### src/rtl/qpc_pkg.sv
package qpc_pkg;

    localparam logic [7:0] ADDR_COUNT = 8'h00;
    localparam logic [7:0] ADDR_CEIL  = 8'h08;
    localparam logic [7:0] ADDR_DEC   = 8'h28;
    localparam logic [7:0] ADDR_CTL   = 8'h2A;

    localparam int SRC_HI   = 15;
    localparam int SRC_LO   = 14;
    localparam int BOTH_BIT = 11;
    localparam int EN_BIT   = 3;

    typedef enum logic [1:0] {
        SRC_QUAD = 2'b00,
        SRC_DIR  = 2'b01,
        SRC_UP   = 2'b10,
        SRC_DOWN = 2'b11
    } src_e;

    typedef struct packed {
        src_e src;
        logic both;
    } dec_cfg_t;

    typedef struct packed {
        logic inc;
        logic dec;
        logic bad;
    } step_t;

    // Gray state {A,B} to a position 0..3 along the counting-up order.
    function automatic logic [1:0] gray_pos(input logic [1:0] ab);
        return {ab[1], ab[1] ^ ab[0]};
    endfunction

endpackage

### src/rtl/qpc_sync.sv
module qpc_sync #(
    parameter int WIDTH  = 2,
    parameter int STAGES = 2
) (
    input  logic             clk,
    input  logic             rst,
    input  logic [WIDTH-1:0] d,
    output logic [WIDTH-1:0] q
);
    logic [STAGES-1:0][WIDTH-1:0] stg;

    always_ff @(posedge clk) begin
        if (rst) stg[0] <= '0;
        else     stg[0] <= d;
    end

    for (genvar i = 1; i < STAGES; i++) begin : g_stage
        always_ff @(posedge clk) begin
            if (rst) stg[i] <= '0;
            else     stg[i] <= stg[i-1];
        end
    end

    assign q = stg[STAGES-1];
endmodule

### src/rtl/qpc_decode.sv
module qpc_decode
    import qpc_pkg::*;
(
    input  logic       clk,
    input  logic       rst,
    input  logic [1:0] ab,
    input  dec_cfg_t   cfg,
    output step_t      step
);
    logic [1:0] ab_prev;
    logic [1:0] diff;
    logic       a_rise;
    logic       a_fall;
    logic       a_edge;

    always_ff @(posedge clk) begin
        if (rst) ab_prev <= '0;
        else     ab_prev <= ab;
    end

    assign a_rise = ab[1] & ~ab_prev[1];
    assign a_fall = ~ab[1] & ab_prev[1];
    assign a_edge = a_rise | (cfg.both & a_fall);
    assign diff   = gray_pos(ab) - gray_pos(ab_prev);

    always_comb begin
        step = '0;
        unique case (cfg.src)
            SRC_QUAD: begin
                step.inc = (diff == 2'd1);
                step.dec = (diff == 2'd3);
                step.bad = (diff == 2'd2);
            end
            SRC_DIR: begin
                step.inc = a_rise & ab[0];
                step.dec = a_rise & ~ab[0];
            end
            SRC_UP:   step.inc = a_edge;
            SRC_DOWN: step.dec = a_edge;
            default:  step = '0;
        endcase
    end
endmodule

### src/rtl/qpc_count.sv
module qpc_count
    import qpc_pkg::*;
#(
    parameter int W = 32
) (
    input  logic         clk,
    input  logic         rst,
    input  logic         en,
    input  step_t        step,
    input  logic         wr_cnt,
    input  logic         wr_ceil,
    input  logic [W-1:0] wdata,
    output logic [W-1:0] cnt,
    output logic [W-1:0] ceil
);
    logic accept;

    assign accept = wr_cnt && (wdata <= ceil);

    always_ff @(posedge clk) begin
        if (rst) begin
            cnt <= '0;
        end else if (accept) begin
            cnt <= wdata;
        end else if (en && step.inc) begin
            cnt <= (cnt >= ceil) ? '0 : cnt + 1'b1;
        end else if (en && step.dec) begin
            cnt <= (cnt == '0) ? ceil : cnt - 1'b1;
        end
    end

    always_ff @(posedge clk) begin
        if (rst)          ceil <= '1;
        else if (wr_ceil) ceil <= wdata;
    end
endmodule

### src/rtl/qpc_top.sv
module qpc_top
    import qpc_pkg::*;
#(
    parameter int CNT_W       = 32,
    parameter int ADDR_W      = 8,
    parameter int SYNC_STAGES = 2
) (
    input  logic              clk,
    input  logic              rst,
    input  logic              enc_a,
    input  logic              enc_b,
    input  logic [ADDR_W-1:0] reg_addr,
    input  logic              reg_wr,
    input  logic [CNT_W-1:0]  reg_wdata,
    output logic [CNT_W-1:0]  reg_rdata,
    output logic              quad_err
);
    localparam logic [ADDR_W-1:0] A_COUNT = ADDR_W'(ADDR_COUNT);
    localparam logic [ADDR_W-1:0] A_CEIL  = ADDR_W'(ADDR_CEIL);
    localparam logic [ADDR_W-1:0] A_DEC   = ADDR_W'(ADDR_DEC);
    localparam logic [ADDR_W-1:0] A_CTL   = ADDR_W'(ADDR_CTL);

    logic [1:0]       ab_sync;
    dec_cfg_t         cfg_q;
    logic             en_q;
    logic             err_q;
    step_t            step;
    logic [CNT_W-1:0] cnt_q;
    logic [CNT_W-1:0] ceil_q;
    logic             wr_dec;
    logic             wr_ctl;

    assign wr_dec = reg_wr && (reg_addr == A_DEC);
    assign wr_ctl = reg_wr && (reg_addr == A_CTL);

    qpc_sync #(.WIDTH(2), .STAGES(SYNC_STAGES)) u_sync (
        .clk (clk),
        .rst (rst),
        .d   ({enc_a, enc_b}),
        .q   (ab_sync)
    );

    qpc_decode u_dec (
        .clk  (clk),
        .rst  (rst),
        .ab   (ab_sync),
        .cfg  (cfg_q),
        .step (step)
    );

    qpc_count #(.W(CNT_W)) u_cnt (
        .clk     (clk),
        .rst     (rst),
        .en      (en_q),
        .step    (step),
        .wr_cnt  (reg_wr && (reg_addr == A_COUNT)),
        .wr_ceil (reg_wr && (reg_addr == A_CEIL)),
        .wdata   (reg_wdata),
        .cnt     (cnt_q),
        .ceil    (ceil_q)
    );

    always_ff @(posedge clk) begin
        if (rst) begin
            cfg_q <= '{src: SRC_QUAD, both: 1'b0};
        end else if (wr_dec) begin
            cfg_q.src  <= src_e'(reg_wdata[SRC_HI:SRC_LO]);
            cfg_q.both <= reg_wdata[BOTH_BIT];
        end
    end

    always_ff @(posedge clk) begin
        if (rst)         en_q <= 1'b0;
        else if (wr_ctl) en_q <= reg_wdata[EN_BIT];
    end

    always_ff @(posedge clk) begin
        if (rst) err_q <= 1'b0;
        else     err_q <= err_q | step.bad;
    end

    assign quad_err = err_q;

    always_comb begin
        reg_rdata = '0;
        unique case (reg_addr)
            A_COUNT: reg_rdata = cnt_q;
            A_CEIL:  reg_rdata = ceil_q;
            A_DEC: begin
                reg_rdata[SRC_HI:SRC_LO] = cfg_q.src;
                reg_rdata[BOTH_BIT]      = cfg_q.both;
            end
            A_CTL:   reg_rdata[EN_BIT] = en_q;
            default: reg_rdata = '0;
        endcase
    end
endmodule

### config.mk
export PLATFORM = sky130hd
export DESIGN_NAME = qpc_top
export DESIGN_NICKNAME = d
export VERILOG_FILES = /design/src/rtl/qpc_pkg.sv /design/src/rtl/qpc_sync.sv /design/src/rtl/qpc_decode.sv /design/src/rtl/qpc_count.sv /design/src/rtl/qpc_top.sv
export SDC_FILE = /design/constraint.sdc
export NUM_CORES = 1
export LEC_CHECK = 0
export ABC_AREA = 1
export BUFFER_PORTS_ARGS = -buffer_cell sky130_fd_sc_hd__buf_4
export CAP_MARGIN = 0
export CORE_ASPECT_RATIO = 2
export CORE_MARGIN = 5
export CORE_UTILIZATION = 25
export CTS_BUF_LIST = sky130_fd_sc_hd__clkbuf_4
export CTS_CLUSTER_DIAMETER = 50
export DETAILED_ROUTE_END_ITERATION = 6
export PLACE_DENSITY_LB_ADDON = 0.12
export SYNTH_ARGS = -nofsm -noshare
export SYNTH_HDL_FRONTEND = slang
export SYNTH_SLANG_ARGS = --single-unit
export TNS_END_PERCENT = 1
### constraint.sdc
create_clock -name clk -period 2.3 [get_ports clk]
set_input_delay 0.115 -clock clk [delete_from_list [all_inputs] [get_ports clk]]
set_output_delay 0.115 -clock clk [all_outputs]
set_load 0.02 [all_outputs]
# --- Word level (Yosys, flattened, before mapping) ---
# Cells that the tools add are included.
# W data, S select, Z words.
op_classes:
  addsub: 3
  n_mux: 15
  reduce_logical: 11
  n_lt_le_gt_ge: 2
  n_eq_ne: 9
  bitwise: 12
ops:
  columns: ["operator", "n"]
  rows:
  - ["$mux W32", 5]
  - ["$add A32 B1 Y32 const B", 1]
  - ["$ge A32 B32 Y1", 1]
  - ["$le A32 B32 Y1", 1]
  - ["$logic_not A32 Y1", 1]
  - ["$pmux W16 S2", 1]
  - ["$sub A32 B1 Y32 const B", 1]
  - ["$eq A8 B6 Y1 const B", 2]
  - ["$pmux W7 S2", 1]
  - ["$pmux W1 S3", 4]
  - ["$eq A2 B2 Y1 const B", 4]
  - ["$eq A8 B4 Y1 const B", 1]
  - ["$logic_not A8 Y1", 1]
  - ["$logic_and A1 B1 Y1", 7]
  - ["$pmux W2 S3", 1]
  - ["$pmux W3 S2", 1]
  - ["$and A1 B1 Y1", 5]
  - ["$eq A2 B1 Y1 const B", 2]
  - ["$pmux W2 S2", 1]
  - ["$not A1 Y1", 3]
  - ["$reduce_bool A3 Y1", 1]
  - ["$logic_not A2 Y1", 1]
  - ["$or A1 B1 Y1", 2]
  - ["$sub A2 B2 Y2", 1]
  - ["2 further kinds", 3]
totals:
  ff_bits: 75
  in_bits: 45
  output_inout_bits: 33

# --- Logic depth before layout (Yosys ltp) ---
# Gate-level depths: netlist of the first run.
depth:
  depth_word: 9
  ltp_mapped: 20
  mapped_depth_nobuf: 19

# --- Hierarchy ---
# A second synthesis of the first run with hierarchy kept.
unflattened:
  cells_unflattened: 1400
  hier_area_um2: 8521.9
by_module_without_submodules:
  columns: ["mod", "n_inst", "seq_area_each_um2", "area_per_inst_um2", "cells_each"]
  rows:
  - ["qpc_count", 1, 1281.2, 7295.7, 1174]
  - ["qpc_top", 1, 100.1, 863.3, 171]
  - ["qpc_decode", 1, 40.0, 237.7, 41]
  - ["qpc_sync", 1, 80.1, 125.1, 14]

# --- Least setup slack after synthesis of the first run ---
# No wires, ideal clock.
synth_timing:
  kind: "flip-flop to flip-flop"
  start: "register u_sync.stg, in the netlist u_sync.q[1]"
  end: "register u_cnt.cnt[10]"
  required_ns: 2.187
  stages_incl_launch_ff: 13
  slack_ns: 0.361
  setup_ns: 0.113
  arrival_ns: 1.826
  cell_sequence: "dfxtp_1 > inv_1 > ha_1 > xor2_1 > nand3_1 > nand3_1 > nand2_2 > nand2_1 > inv_1 > clkbuf_1 > nand3_1 > nand2_1 > nor2_1"
synth_via:
  elab_chain_len: 8
synth_rtl:
  columns: ["element", "line_no", "rtl"]
  rows:
  - ["start: declaration", "qpc_sync.sv:10", "logic [STAGES-1:0][WIDTH-1:0] stg;"]
  - ["start signal: indexed assignment", "qpc_sync.sv:20", "else stg[i] <= stg[i-1];"]
  - ["parallel branches: the longest is 8 deep, another holds $sub A2 B2 Y2", null, null]
  - ["end signal: assignment", "qpc_count.sv:24", "cnt <= wdata;"]
  - ["end signal: assignment", "qpc_count.sv:26", "cnt <= (cnt >= ceil) ? '0 : cnt + 1'b1;"]
  - ["end signal: assignment", "qpc_count.sv:28", "cnt <= (cnt == '0) ? ceil : cnt - 1'b1;"]
  - ["end: declaration", "qpc_count.sv:13", "output logic [W-1:0] cnt,"]
# Several ways; the timed one is not identified.
# A chain may end at the register's enable or synchronous reset.

# --- Final worst setup path of the first run ---
layout_timing:
  start: "register u_cnt.ceil[11]"
  end: "register u_cnt.cnt[27]"
layout_via:
  elab_chain_len: 4
layout_rtl:
  columns: ["element", "line_no", "rtl"]
  rows:
  - ["start: declaration", "qpc_count.sv:14", "output logic [W-1:0] ceil"]
  - ["start signal: assignment", "qpc_count.sv:34", "else if (wr_ceil) ceil <= wdata;"]
  - ["$ge A32 B32 Y1", "qpc_count.sv:26", null]
  - ["$mux W32", "qpc_count.sv:26", null]
  - ["$mux W32", "qpc_count.sv:25", "end else if (en && step.inc) begin"]
  - ["$mux W32", "qpc_count.sv:23", "end else if (accept) begin"]
# Parallel ways exist; a longest one is shown, timed or not.

==> results of run 1 <==
==> sequential cells by signal, indices dropped and copies added (netlist names) <==
signal	cells
u_sync.stg	2
cfg_q	3
quad_err	1
u_dec.ab_prev	2
u_cnt.ceil	32
en_q	1
u_cnt.cnt	32
u_sync.q	2
==> cell usage after synthesis (8+ instances only) <==
library cell	count
nor3_1	24
nor2_2	10
nand3_1	156
nand4_1	22
dfxtp_1	75
inv_2	8
nor2_1	192
o211ai_1	41
o22ai_1	27
inv_1	185
a21oi_1	48
buf_2	29
ha_1	70
nand2_1	307
o21ai_0	40
clkbuf_1	21
xor2_1	23
==> worst paths after layout <==
check                      start             to  slack, ns  depth (start not counted)
hold reg to reg    u_sync.stg[0]    u_sync.q[0]       0.42                          2
hold / removal       reg_addr[0]       cfg_q[1]       0.07                          4
setup / recovery  u_cnt.ceil[11]  u_cnt.cnt[27]      -0.16                         15
setup reg to reg  u_cnt.ceil[11]  u_cnt.cnt[27]      -0.16                         15
==> metal layers <==
metal	vias to the layer above	wire (um)	track usage	share of wire
met2	207	21100	0.408	0.56
met4	0	2720	0.124	0.072
met5	-	0	0	0
met1	4441	13000	0.193	0.34
met3	96	966	0.0260	0.026
li1	4815	-	-	-
==> power by group through the flow <==
stage	Clock, uW	Sequential, uW	Combinational, uW
CTS	1080	1320	516
floorplan	0	1350	223
global placement	0	1340	451
finish	1050	1320	519
global route	1110	1320	571
detailed placement	0	1340	451
==> cells in the final DEF, fill, tap and decap left out, drive strengths merged <==
cell           n
xor2          23
buf          217
dlygate4sd3   40
clkbuf        13
a21oi         50
nor2         210
nor4           4
a31oi          5
xnor2          2
clkinv         3
nor3          26
and2           1
o22ai         27
clkinvlp       1
o221ai         4
dfxtp         75
o21ai         46
nand3        158
inv          193
nor2b          1
nand2        317
nand4         23
a21o           3
o211ai        41
ha            70
o21a           2
nand3b         1
nor4b          1
nor3b          2
bufinv         2
diode          2
==> cells by family after synthesis <==
group	after synthesis
simple gates	744
fa+ha+maj	70
buf+inv	252
flops	75
xor+xnor	25
compound gates	178
==> area by class of cell <==
| class | instances | area share |
|---|---|---|
| antenna | 2 | 0.000453 |
| multi-input combinational | 1017 | 0.523 |
| timing repair buffer | 261 | 0.213 |
| inverter | 193 | 0.0655 |
| clock inverter | 6 | 0.00736 |
| sequential | 75 | 0.137 |
| clock buffer | 9 | 0.00611 |
| tap | 423 | 0.0479 |
==> per-stage QoR <==
step | utilization | area (um^2) | setup WS [ns] | TNS [ns] | std cells
floorplan | - | 8000 | 0.361 | 0 | 1344
global placement | 0.317 | 10000 | -0.331 | -8.88 | 1921
detailed placement | 0.317 | 10000 | -0.337 | -9.85 | 1921
CTS | 0.340 | 10700 | -0.0832 | -1.73 | 1978
global route | 0.350 | 11100 | -0.266 | -7.32 | 1986
finish | 0.350 | 11100 | -0.164 | -4.11 | 1986
==> worst reg2reg max path, cell delays in order (launching register included) <==
cell and delay [ns]:
dfxtp_2 0.37, inv_2 0.05, ha_4 0.26, nand2_1 0.06, inv_2 0.06, nand3_2 0.07
nor3_4 0.22, buf_6 0.13, buf_4 0.09, nand4_1 0.22, nand2_4 0.26, nand2_8 0.17
clkbuf_16 0.23, nand3_1 0.09, nor2_1 0.05, nor2_1 0.09
==> timing repair <==
| action | CTS | global route |
|---|---|---|
| gates cloned | 2 | 4 |
| endpoints found under the setup margin | 32 | 35 |
| setup buffers | 0 | 2 |
| gates resized for setup | 29 | 45 |
| pin swaps | 4 | 14 |
| hold buffers | 40 | 0 |
| endpoints found under the hold margin | 72 | 0 |
==> results_dict.tcl, run 1 <==
set metrics [dict create \
    status "finished with violations" \
    violations "setup timing" \
    setup.worst_path.start_class "flop" \
    path_max_fanout 8 \
    syn_inst 1344 \
    synth_mux_area_frac 0 \
    clk_path_buf_depth 2 \
    fmax_mhz 406 \
    slowest_stage "dfxtp_2" \
    required_ns 2.81 \
    avgSynthCellArea_um2 5.95 \
    syn_area_um2 8000 \
    synth.top_cell.area_share 0.188 \
    port_buffers 77 \
    irDropWorstVdd_uv 262 \
    seqPwrFrac 0.457 \
    p_total_uw 2880 \
    ioPinCount 78 \
    power_density_nw_per_um2 261 \
    synth_cell_types 42 \
    switchingPower_uw 917 \
    finalClockSkew_ns 0.0365 \
    syn_nets 1459 \
    fin_crit_ns 2.46 \
    p_comb_frac 0.180 \
    arrival_ns 2.98 \
    rows 92 \
    max-slew-margin-rel 0.628 \
    hold_path_class "in -> reg" \
    drc_errors 0 \
    cts_sinks 75 \
    multi_input_area_um2 5780 \
    synth_compound_area_frac 0.134 \
    slowest_delay_ns 0.37 \
    vias 9559 \
    synth-xor-area-share 0.0274 \
    hold_violations 0 \
    crit_type "reg -> reg" \
    start_util 0.254 \
    via_per_inst 4.81 \
    synthTopCellsByArea "dfxtp_1 19%, nand2_1 14%, ha_1 11%" \
    synth_top_cell_by_area "dfxtp_1" \
    clk_latency_ns 0.58 \
    setup_viol 32 \
    worst_pin_slew_ns 0.553 \
    dpl.hpwl_um 28600 \
    die_h_um 263 \
    ys.flop_type "dfxtp_1" \
    core_um2 31500 \
    synth_seq_cells 75 \
    slew_violations 0 \
    h-tree-depth 3 \
    synth_fa_ha_area_frac 0.109 \
    crit_family "simple AND/OR/NAND/NOR gates" \
    overflow 0 \
    p_leak_uw 0.00584 \
    die_width_um 137 \
    cap_viol_max_count 0 \
    place.gp.congestion 0.912 \
    clk_pin_slew_ns 0.15 \
    fin_crit_sh 1.07 \
    grt_usage 0.207 \
    synth_edf_count 0 \
    rsz0062_at_grt "yes" \
    end_kind "flop" \
    internal_power_uw 1960 \
    root_buffer "clkbuf_4" \
    area_growth_pct 38.1 \
    synth_top_family_by_area "simple AND/OR/NAND/NOR gates" \
    yosysWarnings 0 \
    register_area_um2 1510 \
    nets 1672 \
    grt_pass1_vias 9795 \
    die-area_um2 35900 \
    drtPass1Iterations 4 \
    setup_ws_ns -0.164 \
    drive_above_1_share 0.220 \
    grt_pass1_wl_um 55900 \
    crit_chain "inv_2 -> ha_4 -> nand2_1 -> inv_2 -> nand3_2 -> nor3_4 -> buf_6 -> buf_4 -> nand4_1 -> nand2_4 -> nand2_8 -> clkbuf_16 -> nand3_1 -> nor2_1 -> nor2_1" \
    power.share.clock 0.363 \
    drt-initial-drc-count 458 \
    sw_frac_of_total 0.318 \
    cts_buffers 9 \
    post_drt_wl_per_cell_um 19.0 \
    cts_tree "built" \
    grt_max_degree 69 \
    drt_wl_total_um 37800 \
    synth_seq_area_share 0.188 \
    antenna_found_initial 2 \
    worst-path-buf-inv 5 \
    synth-simple-area-share 0.412 \
    holdWs_ns 0.0697 \
    fillers 3591 \
    async_flop_share 0 \
    ant_nets 0 \
]
Note: power is estimated with default switching activity, not from simulation.
==> run 2: changes to the inputs <==
- ABC_AREA: 1 -> default
==> run 2 against run 1 <==
- the run still ends with setup timing left
- total power is 2.0% lower
- critical path depth decreased by 2
- hold slack improved by 0.027 ns
- global-route usage is 0.51 points lower
- clock power is 5% lower
- register-to-register slack lost 0.42 ns
- die area is 16% lower
- non-clock buffer count grew 131
==> results_dict.tcl, run 2 <==
set metrics [dict create \
    status "finished with violations" \
    violations "setup timing" \
    fin_crit_ns 2.88 \
    synth.top_cell.area_share 0.226 \
    crit_chain "inv_2 -> ha_4 -> xnor2_4 -> nor4b_4 -> a211oi_4 -> buf_12 -> a2111oi_4 -> nand2_4 -> buf_4 -> buf_6 -> a2bb2oi_2 -> a2111oi_4 -> a31o_1" \
    timing.rr.end "u_cnt.cnt[1]" \
    syn_area_um2 6640 \
    synth_top_family_by_area "compound AO/OA/AOI/OAI gates" \
    syn_inst 881 \
    finalClockSkew_ns 0.0203 \
    crit_family "compound AO/OA/AOI/OAI gates" \
    slowest_delay_ns 0.44 \
    layout_commonest_cell "buf_4" \
    via_per_inst 5.10 \
    clk_latency_ns 0.51 \
    power_density_nw_per_um2 260 \
    synth_common_cells "86 x nand2_1, 75 x dfxtp_1, 70 x ha_1" \
    area_growth_pct 63.8 \
    grt_pass1_wl_um 46600 \
    synth_top_cell_by_area "dfxtp_1" \
    cp.depth 13 \
    rrSetupSlack_ns -0.58 \
    synth_seq_cells 75 \
    clk_path_buf_depth 2 \
    synthTopCellsByArea "dfxtp_1 23%, ha_1 13%, o211ai_1 5.3%" \
    worstSetupStartpoint "u_sync.q[1]" \
    cts_tree "built" \
    async_flop_share 0 \
    synth_mux_area_frac 0.00452 \
    overflow 0 \
    die_width_um 125 \
    grt_pass1_vias 8267 \
    vias 7965 \
    syn_nets 996 \
    synth_seq_area_share 0.226 \
    nets 1328 \
    die_h_um 240 \
    arrival_ns 3.35 \
    synth_edf_count 0 \
    clk_pin_slew_ns 0.14 \
    crit_type "reg -> reg" \
    rsz0062_at_grt "yes" \
    worst-path-buf-inv 4 \
    setup_ws_ns -0.581 \
    p_leak_uw 0.00503 \
    drtPass1Iterations 5 \
    slew_violations 0 \
    required_ns 2.77 \
    drt_wl_total_um 30700 \
    grt_usage 0.202 \
    irDropWorstVdd_uv 190 \
    hold_violations 0 \
    ant_nets 0 \
    root_buffer "clkbuf_4" \
    core_um2 26300 \
    synth-xor-area-share 0.0422 \
    grt_max_degree 61 \
    final_cell_mix "330 x buf_4, 84 x nand2_1, 56 x ha_1, 55 x dfxtp_1" \
    slowest_stage "a2111oi_4" \
    path_max_fanout 7 \
    synth_fa_ha_area_frac 0.132 \
    synthMostInstantiatedCell "nand2_1" \
    path_common_cell "a2111oi_4" \
    fmax_mhz 347 \
    top_regs "u_cnt.ceil: 32 flops, u_cnt.cnt: 32 flops, cfg_q: 3 flops" \
    crit_end "u_cnt.cnt[1]" \
    max-slew-margin-rel 0.581 \
    cts_buffers 9 \
    rows 84 \
    cap_viol_max_count 0 \
    hold_path_class "in -> reg" \
    ioPinCount 78 \
    end_kind "flop" \
    yosysWarnings 0 \
    place.gp.congestion 0.835 \
    die-area_um2 30100 \
    antenna_found_initial 1 \
    setup_viol 32 \
    post_drt_wl_per_cell_um 19.6 \
    start_util 0.253 \
    drt-initial-drc-count 417 \
    worstRegToRegCells 13 \
    fin_crit_sh 1.25 \
    holdWs_ns 0.0964 \
    dpl.hpwl_um 23500 \
    pre_cts_slack_ns -0.881 \
    r2r-start "u_sync.q[1]" \
    cts_sinks 75 \
    drive_above_1_share 0.406 \
    synth_compound_area_frac 0.293 \
    ys.flop_type "dfxtp_1" \
    setup.worst_path.start_class "flop" \
    synth-simple-area-share 0.230 \
    h-tree-depth 3 \
    port_buffers 77 \
    fin_util 0.414 \
    drc_errors 0 \
    avgSynthCellArea_um2 7.54 \
    worst_pin_slew_ns 0.621 \
    synth_cell_types 71 \
]
==> run 2: changes by cell type in the layout (fill, tap and decap cells not counted), moves of 17 or more <==
cell     before  now
a22o_1        0   28
buf_4       199  330
inv_1       179   36
nand2_1     301   84
nand3_1     139   31
nand3_2      18    1
nor2_1      189   52
nor2b_1       0   18
o22ai_1      27    0
==> run 2: layout make-up <==
| type | instances | area [um^2] |
|---|---|---|
| Antenna cell | 1 | 2.50 |
| Clock buffer | 10 | 75.1 |
| Clock inverter | 6 | 80.1 |
| Fill cell | 2799 | 15400 |
| Inverter | 47 | 176 |
| Multi-Input combinational cell | 688 | 5360 |
| Sequential cell | 75 | 1530 |
| Tap cell | 344 | 430 |
| Timing Repair Buffer | 392 | 3210 |
==> run 2: logic make-up (layout without fill, tap and decap cells) <==
group                    Yosys count  after routing
XOR/XNOR                          32             32
flip-flops                        75             75
AO/OA/AOI/OAI                    280            281
multiplexers                       3              3
buffers and inverters            119            455
other                              0              1
adder cells (fa/ha/maj)           70             70
AND/OR/NAND/NOR                  302            302
==> run 2: tightest hold or removal path: cells and delay by family <==
kind                   cells  cell delay (ns)
buffers and inverters      2             0.32
and+or+nand+nor            1             0.09
AOI/OAI and AO/OA          1             0.05
==> run 2: where the power goes <==
part           total [uW]  internal, uW  switching, uW
Combinational         514           274            239
Clock                 998           443            555
Sequential           1310          1310           7.42
Total                2830          2020            801
==> run 2: routing by layer <==
layer / global-route usage / up-vias / part of all wire
met1: 0.194 / 3819 / 0.36
met3: 0.0229 / 54 / 0.023
met4: 0.0816 / 0 / 0.038
li1: - / 3944 / -
met5: 0 / - / 0
met2: 0.421 / 148 / 0.58
==> run 2: worst min-delay path by stage <==
stage | start | end | slack, ns | cells after the start
after floorplan | enc_b | u_sync.stg[0] | 0.24 | 1
after global placement | enc_b | u_sync.stg[0] | 0.34 | 2
after detailed placement | enc_a | u_sync.stg[1] | 0.33 | 2
after CTS | reg_wr | cfg_q[0] | 0.06 | 4
after global routing | reg_wr | cfg_q[2] | 0.09 | 4
final | reg_wr | cfg_q[2] | 0.1 | 4
==> run 2: timing repair <==
| action | CTS | global route |
|---|---|---|
| gates resized for setup | 142 | 32 |
| setup buffers | 15 | 1 |
| setup endpoints to repair | 32 | 32 |
| pin swaps | 35 | 30 |
| gates cloned | 4 | 0 |
| endpoints found under the hold margin | 66 | 0 |
| hold buffers | 38 | 0 |
==> run 2: stage by stage <==
step	cell area, um^2	setup TNS (ns)	std cells	power, uW
after floorplan	6720	-9.75	881	1510
after global placement	9370	-25.93	1488	1750
after detailed placement	9370	-24.15	1488	1760
after CTS	10700	-13.11	1561	2850
after global routing	10900	-18.80	1563	2950
final	10900	-15.25	1563	2830
